===== src/rtl/irqc_pkg.sv =====
package irqc_pkg;
  typedef enum logic [1:0] {
    OP_POST   = 2'b00,
    OP_CLEAR  = 2'b01,
    OP_CLRALL = 2'b10,
    OP_NONE   = 2'b11
  } irq_op_e;
endpackage


===== src/rtl/irqc_src_bank.sv =====
module irqc_src_bank #(
  parameter int NUM_LEVELS = 32,
  parameter int SRC_W      = 64,
  parameter int LVL_W      = 5,
  parameter int IDX_W      = 7
) (
  input  logic                  clk,
  input  logic                  rst_n,
  input  logic                  cmd_valid,
  input  logic [1:0]            cmd_op,
  input  logic [LVL_W:0]        cmd_level,
  input  logic [IDX_W-1:0]      cmd_index,
  output logic [NUM_LEVELS-1:0] status,
  output logic                  cmd_err
);
  import irqc_pkg::*;

  irq_op_e          op;
  logic             in_range;
  logic             is_post;
  logic             is_clear;
  logic             is_clrall;
  logic [SRC_W-1:0] bit_sel;
  logic             err_n;
  logic             err_q;

  assign op        = irq_op_e'(cmd_op);
  assign in_range  = (cmd_level < (LVL_W+1)'(NUM_LEVELS)) && (cmd_index < IDX_W'(SRC_W));
  assign is_post   = cmd_valid && (op == OP_POST);
  assign is_clear  = cmd_valid && (op == OP_CLEAR);
  assign is_clrall = cmd_valid && (op == OP_CLRALL);
  assign bit_sel   = SRC_W'(1) << cmd_index[IDX_W-2:0];
  assign err_n     = (is_post || is_clear) && !in_range;

  for (genvar g = 0; g < NUM_LEVELS; g++) begin : g_lvl
    logic [SRC_W-1:0] word_q;
    logic [SRC_W-1:0] word_n;
    logic             hit;
    logic             en;
    logic             st_q;

    assign hit = in_range && (cmd_level == (LVL_W+1)'(g));
    assign en  = is_clrall || (hit && (is_post || is_clear));

    always_comb begin
      word_n = word_q;
      if (is_clrall)            word_n = '0;
      else if (hit && is_post)  word_n = word_q | bit_sel;
      else if (hit && is_clear) word_n = word_q & ~bit_sel;
    end

    always_ff @(posedge clk or negedge rst_n) begin
      if (!rst_n) begin
        word_q <= '0;
        st_q   <= 1'b0;
      end else if (en) begin
        word_q <= word_n;
        st_q   <= |word_n;
      end
    end

    assign status[g] = st_q;
  end

  always_ff @(posedge clk or negedge rst_n) begin
    if (!rst_n) err_q <= 1'b0;
    else        err_q <= err_n;
  end

  assign cmd_err = err_q;
endmodule


===== src/rtl/irqc_prio_scan.sv =====
module irqc_prio_scan #(
  parameter int NUM_LEVELS = 32,
  parameter int LVL_W      = 5,
  parameter int SW_LO      = 1,
  parameter int SW_HI      = 15,
  parameter int EXT_LO     = 16,
  parameter int EXT_HI     = 30
) (
  input  logic [NUM_LEVELS-1:0] status,
  input  logic [NUM_LEVELS-1:0] sw_req,
  output logic [LVL_W-1:0]      prio,
  output logic [NUM_LEVELS-1:0] mask
);
  always_comb begin
    prio = '0;
    mask = '0;
    for (int i = SW_LO; i <= SW_HI; i++) begin
      if (sw_req[i]) begin
        prio    = LVL_W'(i - SW_LO + 1);
        mask[i] = 1'b1;
      end
    end
    for (int i = EXT_LO; i <= EXT_HI; i++) begin
      if (status[i]) begin
        prio    = LVL_W'(i);
        mask[i] = 1'b1;
      end
    end
  end
endmodule


===== src/rtl/irq_level_ctrl.sv =====
module irq_level_ctrl #(
  parameter int NUM_LEVELS = 32,
  parameter int SRC_W      = 64,
  parameter int SW_LO      = 1,
  parameter int SW_HI      = 15,
  parameter int EXT_LO     = 16,
  parameter int EXT_HI     = 30,
  localparam int LVL_W     = $clog2(NUM_LEVELS),
  localparam int IDX_W     = $clog2(SRC_W) + 1
) (
  input  logic                  clk,
  input  logic                  rst_n,
  input  logic                  cmd_valid,
  input  logic [1:0]            cmd_op,
  input  logic [LVL_W:0]        cmd_level,
  input  logic [IDX_W-1:0]      cmd_index,
  input  logic [NUM_LEVELS-1:0] sw_req,
  input  logic [LVL_W-1:0]      cur_ipl,
  input  logic [1:0]            pc_low,
  input  logic                  ast_req,
  input  logic                  ack,
  output logic [NUM_LEVELS-1:0] status,
  output logic                  irq_pending,
  output logic                  take_irq,
  output logic [LVL_W-1:0]      int_id,
  output logic [NUM_LEVELS-1:0] int_summary,
  output logic                  cmd_err,
  output logic                  ack_err,
  output logic                  ast_err
);
  logic [LVL_W-1:0]      prio;
  logic [NUM_LEVELS-1:0] mask;
  logic                  fire;

  logic                  cap_v_q,   cap_v_n;
  logic [LVL_W-1:0]      cap_ipl_q, cap_ipl_n;
  logic [NUM_LEVELS-1:0] cap_sum_q, cap_sum_n;
  logic [LVL_W-1:0]      id_q,      id_n;
  logic [NUM_LEVELS-1:0] sum_q,     sum_n;
  logic                  aerr_q,    aerr_n;
  logic                  terr_q;

  irqc_src_bank #(
    .NUM_LEVELS(NUM_LEVELS), .SRC_W(SRC_W), .LVL_W(LVL_W), .IDX_W(IDX_W)
  ) u_bank (
    .clk(clk), .rst_n(rst_n), .cmd_valid(cmd_valid), .cmd_op(cmd_op),
    .cmd_level(cmd_level), .cmd_index(cmd_index),
    .status(status), .cmd_err(cmd_err)
  );

  irqc_prio_scan #(
    .NUM_LEVELS(NUM_LEVELS), .LVL_W(LVL_W), .SW_LO(SW_LO), .SW_HI(SW_HI),
    .EXT_LO(EXT_LO), .EXT_HI(EXT_HI)
  ) u_scan (
    .status(status), .sw_req(sw_req), .prio(prio), .mask(mask)
  );

  assign irq_pending = (|status) && (pc_low == 2'b00);
  assign fire        = irq_pending && !ast_req && (prio != '0) && (prio > cur_ipl);

  always_comb begin
    cap_v_n   = cap_v_q;
    cap_ipl_n = cap_ipl_q;
    cap_sum_n = cap_sum_q;
    id_n      = id_q;
    sum_n     = sum_q;
    aerr_n    = 1'b0;
    if (ack) begin
      if (cap_v_q) begin
        id_n    = cap_ipl_q;
        sum_n   = cap_sum_q;
        cap_v_n = 1'b0;
      end else begin
        aerr_n  = 1'b1;
      end
    end else if (!cap_v_q && fire) begin
      cap_v_n   = 1'b1;
      cap_ipl_n = prio;
      cap_sum_n = mask;
    end
  end

  always_ff @(posedge clk or negedge rst_n) begin
    if (!rst_n) begin
      cap_v_q   <= 1'b0;
      cap_ipl_q <= '0;
      cap_sum_q <= '0;
      id_q      <= '0;
      sum_q     <= '0;
      aerr_q    <= 1'b0;
      terr_q    <= 1'b0;
    end else begin
      cap_v_q   <= cap_v_n;
      cap_ipl_q <= cap_ipl_n;
      cap_sum_q <= cap_sum_n;
      id_q      <= id_n;
      sum_q     <= sum_n;
      aerr_q    <= aerr_n;
      terr_q    <= ast_req;
    end
  end

  assign take_irq    = cap_v_q;
  assign int_id      = id_q;
  assign int_summary = sum_q;
  assign ack_err     = aerr_q;
  assign ast_err     = terr_q;
endmodule


===== config.mk =====
export PLATFORM = sky130hd
export DESIGN_NAME = irq_level_ctrl
export DESIGN_NICKNAME = d
export VERILOG_FILES = /design/src/rtl/irqc_pkg.sv /design/src/rtl/irqc_src_bank.sv /design/src/rtl/irqc_prio_scan.sv /design/src/rtl/irq_level_ctrl.sv
export SDC_FILE = /design/constraint.sdc
export NUM_CORES = 2
export LEC_CHECK = 0
export BUFFER_PORTS_ARGS = -buffer_cell sky130_fd_sc_hd__buf_2
export CAP_MARGIN = 20
export CORE_MARGIN = 2
export CORE_UTILIZATION = 30
export CTS_CLUSTER_SIZE = 28
export DETAILED_ROUTE_END_ITERATION = 8
export PLACE_DENSITY = 0.5
export SETUP_SLACK_MARGIN = 0.02
export SLEW_MARGIN = 5
export SYNTH_ARGS = -nofsm -noshare
export SYNTH_HDL_FRONTEND = slang
export SYNTH_SLANG_ARGS = --single-unit

===== constraint.sdc =====
create_clock -name clk -period 3.4 [get_ports clk]
set_input_delay 0.17 -clock clk [delete_from_list [all_inputs] [get_ports clk]]
set_output_delay 0.17 -clock clk [all_outputs]
set_load 0.01 [all_outputs]

==> flow_metrics.tcl <==
set metrics [dict create \
    htreeDepth 5 \
    first_iter_violations 11930 \
    crit_type "register to output port" \
    antenna_found_initial 36 \
    dp_slack_ns -0.937 \
    max_slew_margin 0.209 \
    mostFrequentLayoutCells "2154 x dfrtp_1, 1650 x buf_4, 729 x a21oi_1, 721 x o21ai_0, 608 x o31ai_1" \
    skew_ns 0.0785 \
    min_period_ns 3.37 \
    synth-seq-cells 2154 \
    worstSkewPairLatency_ns 0.93 \
    dp_cells 15938 \
    slew_violations 0 \
    rsz0062_at_grt "yes" \
    required_ns 3.23 \
    finalSetupViolCount 0 \
    grt_use_met2 0.439 \
    cts_buffers 265 \
    period_share 0.990 \
    r2r_setup_slack_ns 0.05 \
    synth_area_um2 105000 \
    final_common_cell "dfrtp_1" \
    drive_gt1_frac 0.230 \
    clock_path_buffers 4 \
    avgRoutedWirePerCell_um 31.2 \
    power_density_nw_per_um2 449 \
    tightest_slew_ns 1.18 \
    fin_nets 11755 \
    cts_sinks 2154 \
    layout.cells.non_filler 16514 \
    grt_pass1_wl_um 739000 \
    root_buffer "clkbuf_16" \
    p_leak_nw 59.1 \
    design_area_um2 135000 \
    fmax_mhz 297 \
    syn_to_final_growth_pct 28.2 \
    avgSynthCellArea_um2 9.86 \
    hold_ws_ns 0.0328 \
    nFillCells 34289 \
    synth-edff-count 0 \
    cts_tree "built" \
    finalWorstSetupSlack_ns 0.0342 \
    rows 217 \
    reg2reg_to "cap_sum_q[4]$_DFFE_PN0P_" \
    min-delay-start "cmd_valid" \
    ys_warn_count 0 \
    path_max_fanout 3 \
    num_vias 101530 \
    wl_um 514000 \
    dieWidth_um 596 \
    dr.pass1.iters 6 \
    port_buffers 113 \
    floorplan.initialDensity 0.301 \
    clkTransAtPathRegs_ns 0.06 \
    status "finished, final reports clean" \
    grt_max_degree 184 \
    multi_input_area_um2 46300 \
    ys_types 88 \
    hold_viol 0 \
    ys_seq_area_frac 0.512 \
    grt_pass1_vias 99683 \
    ys.flop_type "dfrtp_1" \
    final_antenna_net_count 0 \
    groute.usage.overall 0.281 \
    ios 133 \
    seqCellArea_um2 53900 \
    synthCells 10673 \
    placed_area_um2 125000 \
    drc_errors 0 \
    grt_overflow_total 0 \
    start_kind "register" \
    r2r_start "u_bank.g_lvl[25].st_q$_DFFE_PN0P_" \
    synth-async-reset-ratio 1.00 \
    busiest_layer "met2" \
    routed_via_density 6.15 \
    die_area_um2 356000 \
    cp-end-kind "output port" \
    arrival_ns 3.20 \
    min_delay_path_depth 5 \
    holdPathEnd "u_bank.g_lvl[14].word_q[13]$_DFFE_PN0P_" \
    die_h_um 596 \
    hold_class "input pin to register" \
    dp_hpwl_um 361000 \
    core_area_um2 349000 \
    met1_usage 0.366 \
    reg2regPathDepth 11 \
    peakVddDrop_mv 0.358 \
    cap_violations 0 \
    gp_congestion 0.958 \
    grtUsageMet3 0.0519 \
]
## cells in the mapped netlist (all sizes together), types with 18 or more instances
cell	number	area share
dfrtp	2154	0.51
clkbuf	954	0.034
a21oi	731	0.035
o21ai	728	0.035
nand2	622	0.022
o31ai	608	0.043
o211ai	594	0.042
nor2	461	0.017
buf	446	0.021
or3	416	0.025
nand4	395	0.023
nand3	385	0.018
o311ai	367	0.031
o41ai	356	0.030
mux2i	352	0.033
nor4	330	0.020
nor3	128	0.0061
or4	90	0.0064
mux2	73	0.0078
a31oi	40	0.0024
o22ai	31	0.0018
nor4b	29	0.0037
a211oi	28	0.0020
nand4b	25	0.0021
inv	24	0.00086
or4b	24	0.0023
nand4bb	22	0.0024
nor4bb	20	0.0019
and4b	18	0.0017
## critical path, stage by stage, from the launching register on
cell and delay [ns]:
dfrtp_1 0.62, nor4_1 0.64, nand4_1 0.18, buf_4 0.22, nor3_1 0.17, buf_4 0.18
buf_4 0.10, nor2_1 0.03, buf_2 0.13
## timing repair
item,in CTS,in global routing
gates cloned,2,1
pin swaps,6,12
hold endpoints to repair,1370,0
hold buffers,72,0
setup buffers,5,4
setup endpoints to repair,35,45
gates resized for setup,12,26
## metal layers
| metal | share of wire | up-vias |
|---|---|---|
| li1 | - | 43382 |
| met1 | 0.41 | 51984 |
| met2 | 0.45 | 5001 |
| met3 | 0.077 | 1155 |
| met4 | 0.063 | 8 |
| met5 | 0.00011 | - |
## stage by stage
| step | power, W | utilization | setup TNS, ns |
|---|---|---|---|
| floorplan | 0.0286 | - | 0 |
| global placement | 0.0318 | 0.358 | -13.73 |
| detailed placement | 0.0318 | 0.358 | -13.98 |
| CTS | 0.0609 | 0.386 | -0.138 |
| global route | 0.0623 | 0.386 | -2.02 |
| finish | 0.0606 | 0.386 | 0 |
## kinds of logic (layout without fill, tap and decap cells)
logic type | after synthesis | in the layout | share of synthesized area
AO/OA/AOI/OAI | 3608 | 3608 | 0.232
flip-flops | 2154 | 2154 | 0.512
adder cells (fa/ha/maj) | 5 | 5 | 0.000594
buffers and inverters | 1424 | 2634 | 0.0560
other | 1 | 33 | 0.0000356
AND/OR/NAND/NOR | 3056 | 3056 | 0.158
multiplexers | 425 | 425 | 0.0413
## state kept, by name, indices dropped and copies added, names as in the netlist
register             count
ack_err                  1
ast_err                  1
cap_ipl_q                5
cap_sum_q               30
int_id                   5
int_summary             30
take_irq                 1
u_bank.cmd_err           1
u_bank.g_lvl.st_q       32
u_bank.g_lvl.word_q   2048
## how the worst max path moves through the flow
stage                                                  from                                 to  slack (ns)
after floorplan           u_bank.g_lvl[24].st_q$_DFFE_PN0P_          cap_sum_q[10]$_DFFE_PN0P_        0.01
after global placement                         cmd_level[3]  u_bank.g_lvl[27].st_q$_DFFE_PN0P_       -0.92
after detailed placement                       cmd_level[3]  u_bank.g_lvl[27].st_q$_DFFE_PN0P_       -0.94
after CTS                 u_bank.g_lvl[27].st_q$_DFFE_PN0P_           cap_sum_q[1]$_DFFE_PN0P_       -0.02
after global routing      u_bank.g_lvl[25].st_q$_DFFE_PN0P_          cap_sum_q[19]$_DFFE_PN0P_       -0.09
final                     u_bank.g_lvl[31].st_q$_DFFE_PN0P_                        irq_pending        0.03
## report_power, final
group	total (W)	internal [W]	switching, W
clock	0.0291	0.0170	0.0121
combinational	0.00516	0.00164	0.00352
sequential	0.0264	0.0260	0.000326
## final cells by class
class	instances	share of cell area
diodes	31	0.000575
clock buffers	388	0.0584
clock inverters	72	0.00621
inverters	24	0.000723
multi-input cells	7096	0.344
flip-flops and latches	2154	0.400
well taps	4599	0.0427
repair buffers	2150	0.148
Note: power is estimated with default switching activity, not from simulation.
